--- src/rtl/cdt_pkg.sv ---
// Shared definitions for the down-counter timer: register selectors,
// control-word bit positions and the fixed address layout.
// Assumes a byte-addressed 8-bit address space with 32-bit registers.
package cdt_pkg;
    typedef enum logic [1:0] {
        SEL_RELOAD = 2'd0,
        SEL_COUNT  = 2'd1,
        SEL_CTRL   = 2'd2,
        SEL_NONE   = 2'd3
    } reg_sel_e;

    localparam int IE_BIT   = 5;   // interrupt enable
    localparam int FLAG_BIT = 8;   // underflow flag

    localparam logic [5:0] RUN_WORD   = 6'd0;   // run register, word address
    localparam logic [5:0] BANK0_WORD = 6'd1;   // first bank, word address
endpackage

--- src/rtl/cdt_divider.sv ---
// Count-rate divider for one channel. It emits a one-cycle tick every
// DIV cycles while run is high and clears whenever run is low, so a
// restart always begins a full period. Assumes DIV >= 2.
module cdt_divider #(
    parameter int DIV = 4
) (
    input  logic clk,
    input  logic rst_n,
    input  logic run,
    output logic tick
);
    localparam int PW = $clog2(DIV);

    logic [PW-1:0] phase_q;

    assign tick = run && (phase_q == PW'(DIV - 1));

    // Advance the phase while running; wrap on tick; clear when stopped.
    always_ff @(posedge clk) begin
        if (!rst_n || !run || tick) phase_q <= '0;
        else                        phase_q <= phase_q + 1'b1;
    end

    // A stop leaves no tick pending on the next cycle.
    a_r5_stop_clears: assert property (@(posedge clk) disable iff (!rst_n)
        !run |=> !tick);
endmodule

--- src/rtl/cdt_decode.sv ---
// Address decode for the timer. The run register is word 0. Bank c
// starts at word 1 + 4c, and its words hold reload, count and control.
// Assumes NUM_CH <= 8. Misaligned addresses decode to nothing.
module cdt_decode
    import cdt_pkg::*;
#(
    parameter int NUM_CH = 3,
    parameter int CH_W   = 2
) (
    input  logic [7:0]      addr,
    output logic            hit_run,
    output logic            hit_bank,
    output logic [CH_W-1:0] ch_idx,
    output reg_sel_e        sel
);
    logic [5:0] word;
    logic [5:0] rel;
    logic       aligned;

    // Split the address into bank number and register word.
    always_comb begin
        aligned  = (addr[1:0] == 2'b00);
        word     = addr[7:2];
        rel      = word - BANK0_WORD;
        hit_run  = aligned && (word == RUN_WORD);
        hit_bank = aligned && (word >= BANK0_WORD)
                   && (int'(rel[5:2]) < NUM_CH) && (rel[1:0] != 2'd3);
        ch_idx   = rel[CH_W+1:2];
        sel      = hit_bank ? reg_sel_e'(rel[1:0]) : SEL_NONE;
    end
endmodule

--- src/rtl/cdt_channel.sv ---
// One timer channel: counter, reload value, interrupt enable and
// underflow flag. Counter writes beat count ticks. An underflow beats a
// clearing control write. Assumes the write strobes are one-hot.
module cdt_channel
    import cdt_pkg::*;
#(
    parameter int DW  = 32,
    parameter int DIV = 4
) (
    input  logic          clk,
    input  logic          rst_n,
    input  logic          run,
    input  logic          reload_we,
    input  logic          count_we,
    input  logic          ctrl_we,
    input  logic [DW-1:0] wdata,
    output logic [DW-1:0] count_q,
    output logic [DW-1:0] reload_q,
    output logic [15:0]   ctrl_rd,
    output logic          irq
);
    logic tick;
    logic ie_q;
    logic flag_q;
    logic wrap;

    cdt_divider #(.DIV(DIV)) i_div (
        .clk  (clk),
        .rst_n(rst_n),
        .run  (run),
        .tick (tick)
    );

    assign wrap = tick && (count_q == '0);

    // Counter: software write first, else reload on wrap, else decrement.
    always_ff @(posedge clk) begin
        if (!rst_n)        count_q <= '1;
        else if (count_we) count_q <= wdata;
        else if (wrap)     count_q <= reload_q;
        else if (tick)     count_q <= count_q - 1'b1;
    end

    // Reload value: software-written only.
    always_ff @(posedge clk) begin
        if (!rst_n)         reload_q <= '1;
        else if (reload_we) reload_q <= wdata;
    end

    // Control: enable follows writes; the flag is set by wrap and cleared by writing 0.
    always_ff @(posedge clk) begin
        if (!rst_n) begin
            ie_q   <= 1'b0;
            flag_q <= 1'b0;
        end else begin
            if (ctrl_we) ie_q <= wdata[IE_BIT];
            if (wrap)                              flag_q <= 1'b1;
            else if (ctrl_we && !wdata[FLAG_BIT])  flag_q <= 1'b0;
        end
    end

    // Present the control word and the interrupt.
    always_comb begin
        ctrl_rd           = '0;
        ctrl_rd[IE_BIT]   = ie_q;
        ctrl_rd[FLAG_BIT] = flag_q;
        irq               = flag_q && ie_q;
    end

    a_r3_decrement: assert property (@(posedge clk) disable iff (!rst_n)
        (tick && count_q != '0 && !count_we) |=> count_q == $past(count_q) - 1'b1);
    a_r4_reload: assert property (@(posedge clk) disable iff (!rst_n)
        (tick && count_q == '0 && !count_we) |=> (count_q == $past(reload_q)) && flag_q);
    a_r5_hold: assert property (@(posedge clk) disable iff (!rst_n)
        (!run && !count_we) |=> $stable(count_q));
    a_r8_no_write_set: assert property (@(posedge clk) disable iff (!rst_n)
        !(tick && count_q == '0) |=> !$rose(flag_q));
endmodule

--- src/rtl/cdt_timer.sv ---
// Top of the multi-channel down-counter timer. It holds the shared run
// register, decodes the bus, fans write strobes out to the channels and
// muxes read data back. Assumes NUM_CH between 1 and 8.
module cdt_timer
    import cdt_pkg::*;
#(
    parameter int NUM_CH = 3,
    parameter int DIV    = 4
) (
    input  logic              clk,
    input  logic              rst_n,
    input  logic              bus_wen,
    input  logic [7:0]        bus_addr,
    input  logic [31:0]       bus_wdata,
    output logic [31:0]       bus_rdata,
    output logic [NUM_CH-1:0] irq
);
    localparam int         CH_W     = (NUM_CH > 1) ? $clog2(NUM_CH) : 1;
    localparam logic [7:0] RUN_MASK = 8'((1 << NUM_CH) - 1);

    logic            hit_run;
    logic            hit_bank;
    logic [CH_W-1:0] ch_idx;
    reg_sel_e        sel;
    logic [7:0]      run_q;

    logic [31:0] ch_count  [NUM_CH];
    logic [31:0] ch_reload [NUM_CH];
    logic [15:0] ch_ctrl   [NUM_CH];

    cdt_decode #(.NUM_CH(NUM_CH), .CH_W(CH_W)) i_dec (
        .addr    (bus_addr),
        .hit_run (hit_run),
        .hit_bank(hit_bank),
        .ch_idx  (ch_idx),
        .sel     (sel)
    );

    // Shared run register; bits without a channel are never stored.
    always_ff @(posedge clk) begin
        if (!rst_n)                  run_q <= '0;
        else if (bus_wen && hit_run) run_q <= bus_wdata[7:0] & RUN_MASK;
    end

    for (genvar c = 0; c < NUM_CH; c++) begin : g_ch
        logic mine;
        assign mine = bus_wen && hit_bank && (int'(ch_idx) == c);

        cdt_channel #(.DW(32), .DIV(DIV)) i_ch (
            .clk      (clk),
            .rst_n    (rst_n),
            .run      (run_q[c]),
            .reload_we(mine && (sel == SEL_RELOAD)),
            .count_we (mine && (sel == SEL_COUNT)),
            .ctrl_we  (mine && (sel == SEL_CTRL)),
            .wdata    (bus_wdata),
            .count_q  (ch_count[c]),
            .reload_q (ch_reload[c]),
            .ctrl_rd  (ch_ctrl[c]),
            .irq      (irq[c])
        );
    end

    // Read mux over the run register and the selected channel word.
    always_comb begin
        bus_rdata = '0;
        if (hit_run) begin
            bus_rdata[7:0] = run_q;
        end else if (hit_bank) begin
            case (sel)
                SEL_RELOAD: bus_rdata = ch_reload[ch_idx];
                SEL_COUNT:  bus_rdata = ch_count[ch_idx];
                SEL_CTRL:   bus_rdata = {16'b0, ch_ctrl[ch_idx]};
                default:    bus_rdata = '0;
            endcase
        end
    end

    a_r1_unused_bits: assert property (@(posedge clk) disable iff (!rst_n)
        hit_run |-> (bus_rdata[31:NUM_CH] == '0));
    a_r2_reserved_zero: assert property (@(posedge clk) disable iff (!rst_n)
        (!hit_run && !hit_bank) |-> (bus_rdata == '0));
endmodule

--- config.mk ---
export PLATFORM = sky130hd
export DESIGN_NAME = cdt_timer
export DESIGN_NICKNAME = d
export VERILOG_FILES = /design/src/rtl/cdt_pkg.sv /design/src/rtl/cdt_divider.sv /design/src/rtl/cdt_decode.sv /design/src/rtl/cdt_channel.sv /design/src/rtl/cdt_timer.sv
export SDC_FILE = /design/constraint.sdc
export NUM_CORES = 1
export LEC_CHECK = 0
export BUFFER_PORTS_ARGS = -buffer_cell sky130_fd_sc_hd__buf_2
export CAP_MARGIN = 0
export CORE_MARGIN = 5
export CORE_UTILIZATION = 43
export DETAILED_ROUTE_END_ITERATION = 12
export SYNTH_ARGS = -nofsm -noshare
export SYNTH_HDL_FRONTEND = slang
export SYNTH_HIERARCHICAL = 1
export SYNTH_SLANG_ARGS = --single-unit
--- constraint.sdc ---
create_clock -name clk -period 3 [get_ports clk]
set_input_delay 0.15 -clock clk [delete_from_list [all_inputs] [get_ports clk]]
set_output_delay 0.15 -clock clk [all_outputs]
set_load 0.01 [all_outputs]
==> summary.txt <==
Synth
  – Mean post-synth cell area: 8.23 µm²
  – Leading post-synthesis cells by cell area: sky130_fd_sc_hd__dfxtp_1 29%, sky130_fd_sc_hd__mux2i_1 12%, sky130_fd_sc_hd__nand2_1 5.3%, sky130_fd_sc_hd__nor3b_1 4.0%, sky130_fd_sc_hd__o211ai_1 3.8%
  – Number of enable-type register cells in the synthesized netlist: 0
  – Number of distinct standard cells referenced by the synthesized netlist: 68
  – Top_reg_cell synth: sky130_fd_sc_hd__dfxtp_1
  – Proportion of register bits with asynchronous set or reset after synthesis: 0%
  – Share of Yosys cell area claimed by the top area cell type: 29.3%
  – Sequential-to-total area share from yosys stat: between 20% and 30%
  – Cell type with the largest total area after synthesis: sky130_fd_sc_hd__dfxtp_1
  – Synthesized instance count: 1718
  – Number of flip-flops and latches in the synthesized netlist: 207
  – Yosys warnings: 6
  – Netlist area before placement: 14100 µm²

Detailed routing
  – Initial DRC Count: 1315
  – Via count: 13900
  – DR pass1 iterations: 6
  – Antenna-violating nets left: 0
  – Drt wl/cell: 22.6 µm
  – Number of remaining DRC errors: 0
  – Avg Vias per Cell: 6.19
  – Overall routed net length: 50800 µm

Finish
  – Register cell area after layout: 4140 µm²
  – NumNets Final: 1844
  – Multi-input gate area: 9110 µm²
  – Layout filler cell count: 3183
  – Antenna diode count: 0
  – Final design instance area without fill: 16300 µm²
  – Area grow syn2layout: 15.2%
  – Share of layout cells above drive strength 1: 15.9%
  – Post-layout utilization of the core: 50.2%

Timing
  – Smallest hold slack: 12.5 ps
  – Highest attainable clock frequency: 344 MHz
  – Share of the clock period used by the worst path: 96.9%
  – Number of pins with negative max-slew slack in the final report: 0
  – Number of hold-slack violations in the final timing report: 0
  – Transition at the pin with the smallest max-transition slack: 724 ps
  – Skew final: 24.9 ps
  – Max-slew headroom: 51.4%
  – Worst Setup Slack, final: 92.3 ps
  – Setup repair after global routing missed its margin: false
  – Minimum clock period: 2910 ps
  – Setup violation total in the final timing report: 0

Clock tree
  – Clock tree from TritonCTS: done
  – Sink count of the clock tree: 207
  – Clk root buf: sky130_fd_sc_hd__clkbuf_16
  – H-Tree Depth: 1
  – Post-cts repair resize count: 0
  – Setup fix buffers added after clock tree synthesis: 0
  – Clock transition time at the flip-flop clock pins of the worst setup and hold paths: about 60 ps
  – Number of clock buffers inserted by TritonCTS: 25
  – Clk_lat worst skew: roughly 540 ps
  – Max Root-Sink Buffers: 3
  – Count of hold-fix buffers inserted at cts: 21

Place
  – Final estimated routing congestion in global placement: roughly 0.95
  – Post-DP HPWL: 36300 µm
  – Pre-CTS WS: -8.64 ps
  – Placed Area: around 15000 µm²
  – Number of I/O port buffers: 77

Outcome
  – Status: completed

Floorplanning
  – Placement Rows: 66
  – DIE AREA: 36600 µm²
  – Boundary pin count: 78
  – Starting density of the core: between 40% and 50%
  – Die height: 191 µm
  – Horizontal die dimension: 191 µm
  – Area of the core region: ~32000 µm²

GRT
  – Global-route wire length before repair: 78700 µm
  – Largest net degree at the start of global routing: 71
  – Global-route usage over all layers: roughly 27%
  – Global-route congestion overflow total: 0
  – Number of antenna violations at the first check in global routing: 0
  – Vias in the first global route: 13100

Job
  – Max-cap violations: 0

Critical path
  – Type of element launching the critical path: input pin
  – Setup Crit Path Kind: in2out
  – Crit path capture type: primary output
  – Maximum net fanout on the critical path: 32
  – Data required time at the worst endpoint: approximately 2900 ps
  – CP Data Arrival Time: 2760 ps

Pwr
  – Worst vdd rail ir drop: 0.464 mV
  – Pwr dens: roughly 400 nW/µm²
  – Total chip power: 6.50 mW
  – Lkg Pwr: 6.22 nW

Hold path
  – Hold crit path type: in2reg
critical path, stage by stage:
cell and delay, ps:
sky130_fd_sc_hd__buf_2 120, sky130_fd_sc_hd__inv_1 90, sky130_fd_sc_hd__ha_1 250, sky130_fd_sc_hd__nand2b_4 70, sky130_fd_sc_hd__or4b_1 500, sky130_fd_sc_hd__o311ai_2 120, sky130_fd_sc_hd__nand4_1 310, sky130_fd_sc_hd__buf_4 260
sky130_fd_sc_hd__nor3b_4 230, sky130_fd_sc_hd__buf_12 220, sky130_fd_sc_hd__and3_1 260, sky130_fd_sc_hd__buf_2 170
path summary, 6_finish.rpt:
kind,endpoint,depth (start not counted),startpoint,slack [ps]
worst max-delay path,bus_rdata[28],12,bus_addr[2],90
worst min-delay path,g_ch[2].i_ch/reload_q[9],3,bus_wdata[9],10
worst max register to register,g_ch[0].i_ch/count_q[23],7,g_ch[0].i_ch/count_q[0],410
worst min register to register,g_ch[1].i_ch/reload_q[20],2,g_ch[1].i_ch/reload_q[20],500
layout by cell type, fill, tap and decap left out, types with 10 or more instances in the layout:
| master | netlist | layout |
|---|---|---|
| sky130_fd_sc_hd__dfxtp_1 | 207 | 207 |
| sky130_fd_sc_hd__nand2_1 | 201 | 201 |
| sky130_fd_sc_hd__mux2i_1 | 176 | 176 |
| sky130_fd_sc_hd__o21ai_0 | 99 | 99 |
| sky130_fd_sc_hd__a21oi_1 | 80 | 80 |
| sky130_fd_sc_hd__buf_2 | 15 | 76 |
| sky130_fd_sc_hd__nor3b_1 | 75 | 75 |
| sky130_fd_sc_hd__buf_4 | 60 | 73 |
| sky130_fd_sc_hd__o211ai_1 | 71 | 71 |
| sky130_fd_sc_hd__nor2_1 | 60 | 60 |
| sky130_fd_sc_hd__nand3_1 | 45 | 45 |
| sky130_fd_sc_hd__xnor2_1 | 42 | 42 |
| sky130_fd_sc_hd__conb_1 | 3 | 42 |
| sky130_fd_sc_hd__inv_1 | 40 | 40 |
| sky130_fd_sc_hd__and3_1 | 38 | 38 |
| sky130_fd_sc_hd__nand4_1 | 35 | 35 |
| sky130_fd_sc_hd__nor3_1 | 35 | 33 |
| sky130_fd_sc_hd__a31oi_1 | 31 | 31 |
| sky130_fd_sc_hd__clkbuf_16 | 0 | 25 |
| sky130_fd_sc_hd__dlygate4sd3_1 | 0 | 21 |
| sky130_fd_sc_hd__o21ai_1 | 18 | 18 |
| sky130_fd_sc_hd__nor4_1 | 21 | 17 |
| sky130_fd_sc_hd__buf_12 | 0 | 15 |
| sky130_fd_sc_hd__a32o_1 | 13 | 13 |
| sky130_fd_sc_hd__nor4_2 | 9 | 13 |
| sky130_fd_sc_hd__nor3_2 | 10 | 12 |
| sky130_fd_sc_hd__nand3b_1 | 12 | 12 |
| sky130_fd_sc_hd__a21boi_0 | 12 | 12 |
| sky130_fd_sc_hd__o31ai_1 | 12 | 12 |
| sky130_fd_sc_hd__o41ai_1 | 12 | 12 |
| sky130_fd_sc_hd__xor2_1 | 11 | 10 |
stage by stage:
step           instances  setup TNS, ps
6_report            2252              0
5_1_grt             2252              0
4_1_cts             2252              0
3_5_place_dp        2187          -10.1
3_3_place_gp        2187              0
2_1_floorplan       1757           -873
final cells by class:
class                   count  area share, %
flip-flops and latches    207           25.5
inverters                  40          0.923
clock buffers              34           4.36
repair buffers            186           8.91
clock inverters            10          0.961
well taps                 442           3.40
multi-input cells        1333           56.0
sequential cells by signal, indices dropped and copies added (netlist names):
register                 cells
g_ch.i_ch/flag_q             3
run_q                        3
g_ch.i_ch/ie_q               3
g_ch.i_ch/i_div/phase_q      6
g_ch.i_ch/reload_q          96
g_ch.i_ch/count_q           96
synthesized netlist by cell type (13+ instances only):
master                     number
sky130_fd_sc_hd__nand3_1       45
sky130_fd_sc_hd__buf_4         60
sky130_fd_sc_hd__xnor2_1       42
sky130_fd_sc_hd__nor3b_1       75
sky130_fd_sc_hd__inv_1         40
sky130_fd_sc_hd__buf_2         15
sky130_fd_sc_hd__o21ai_0       99
sky130_fd_sc_hd__dfxtp_1      207
sky130_fd_sc_hd__nand2_1      201
sky130_fd_sc_hd__nor3_1        35
sky130_fd_sc_hd__mux2i_1      176
sky130_fd_sc_hd__o21ai_1       18
sky130_fd_sc_hd__o211ai_1      71
sky130_fd_sc_hd__nand4_1       35
sky130_fd_sc_hd__a32o_1        13
sky130_fd_sc_hd__nor2_1        60
sky130_fd_sc_hd__clkbuf_1      91
sky130_fd_sc_hd__nor4_1        21
sky130_fd_sc_hd__a21oi_1       80
sky130_fd_sc_hd__and3_1        38
sky130_fd_sc_hd__a31oi_1       31
power by group:
group / total, mW / switching (mW) / internal [mW]
clock: 3.25 / 1.26 / 1.99
sequential: 2.75 / 0.000473 / 2.75
combinational: 0.509 / 0.328 / 0.181
routing by layer:
metal | track usage [%] | vias to the layer above | part of all wire (%)
met3 | 2.68 | 127 | 6.8
met5 | 0 | - | 0
met4 | 11.0 | 0 | 4.9
li1 | - | 6465 | -
met1 | 37.2 | 6713 | 43
met2 | 44.2 | 632 | 46
cells by family (layout without fill, tap and decap cells):
logic type / after synthesis / in the layout / synth area share [%]
AO/OA/AOI/OAI: 427 / 427 / 20.2
XOR/XNOR: 53 / 53 / 3.28
multiplexers: 176 / 176 / 12.5
flip-flops: 207 / 207 / 29.3
AND/OR/NAND/NOR: 627 / 627 / 26.1
buffers and inverters: 217 / 270 / 7.76
other: 3 / 42 / 0.0797
adder cells (fa/ha/maj): 8 / 8 / 0.708
Note: power is estimated with default switching activity, not from simulation.
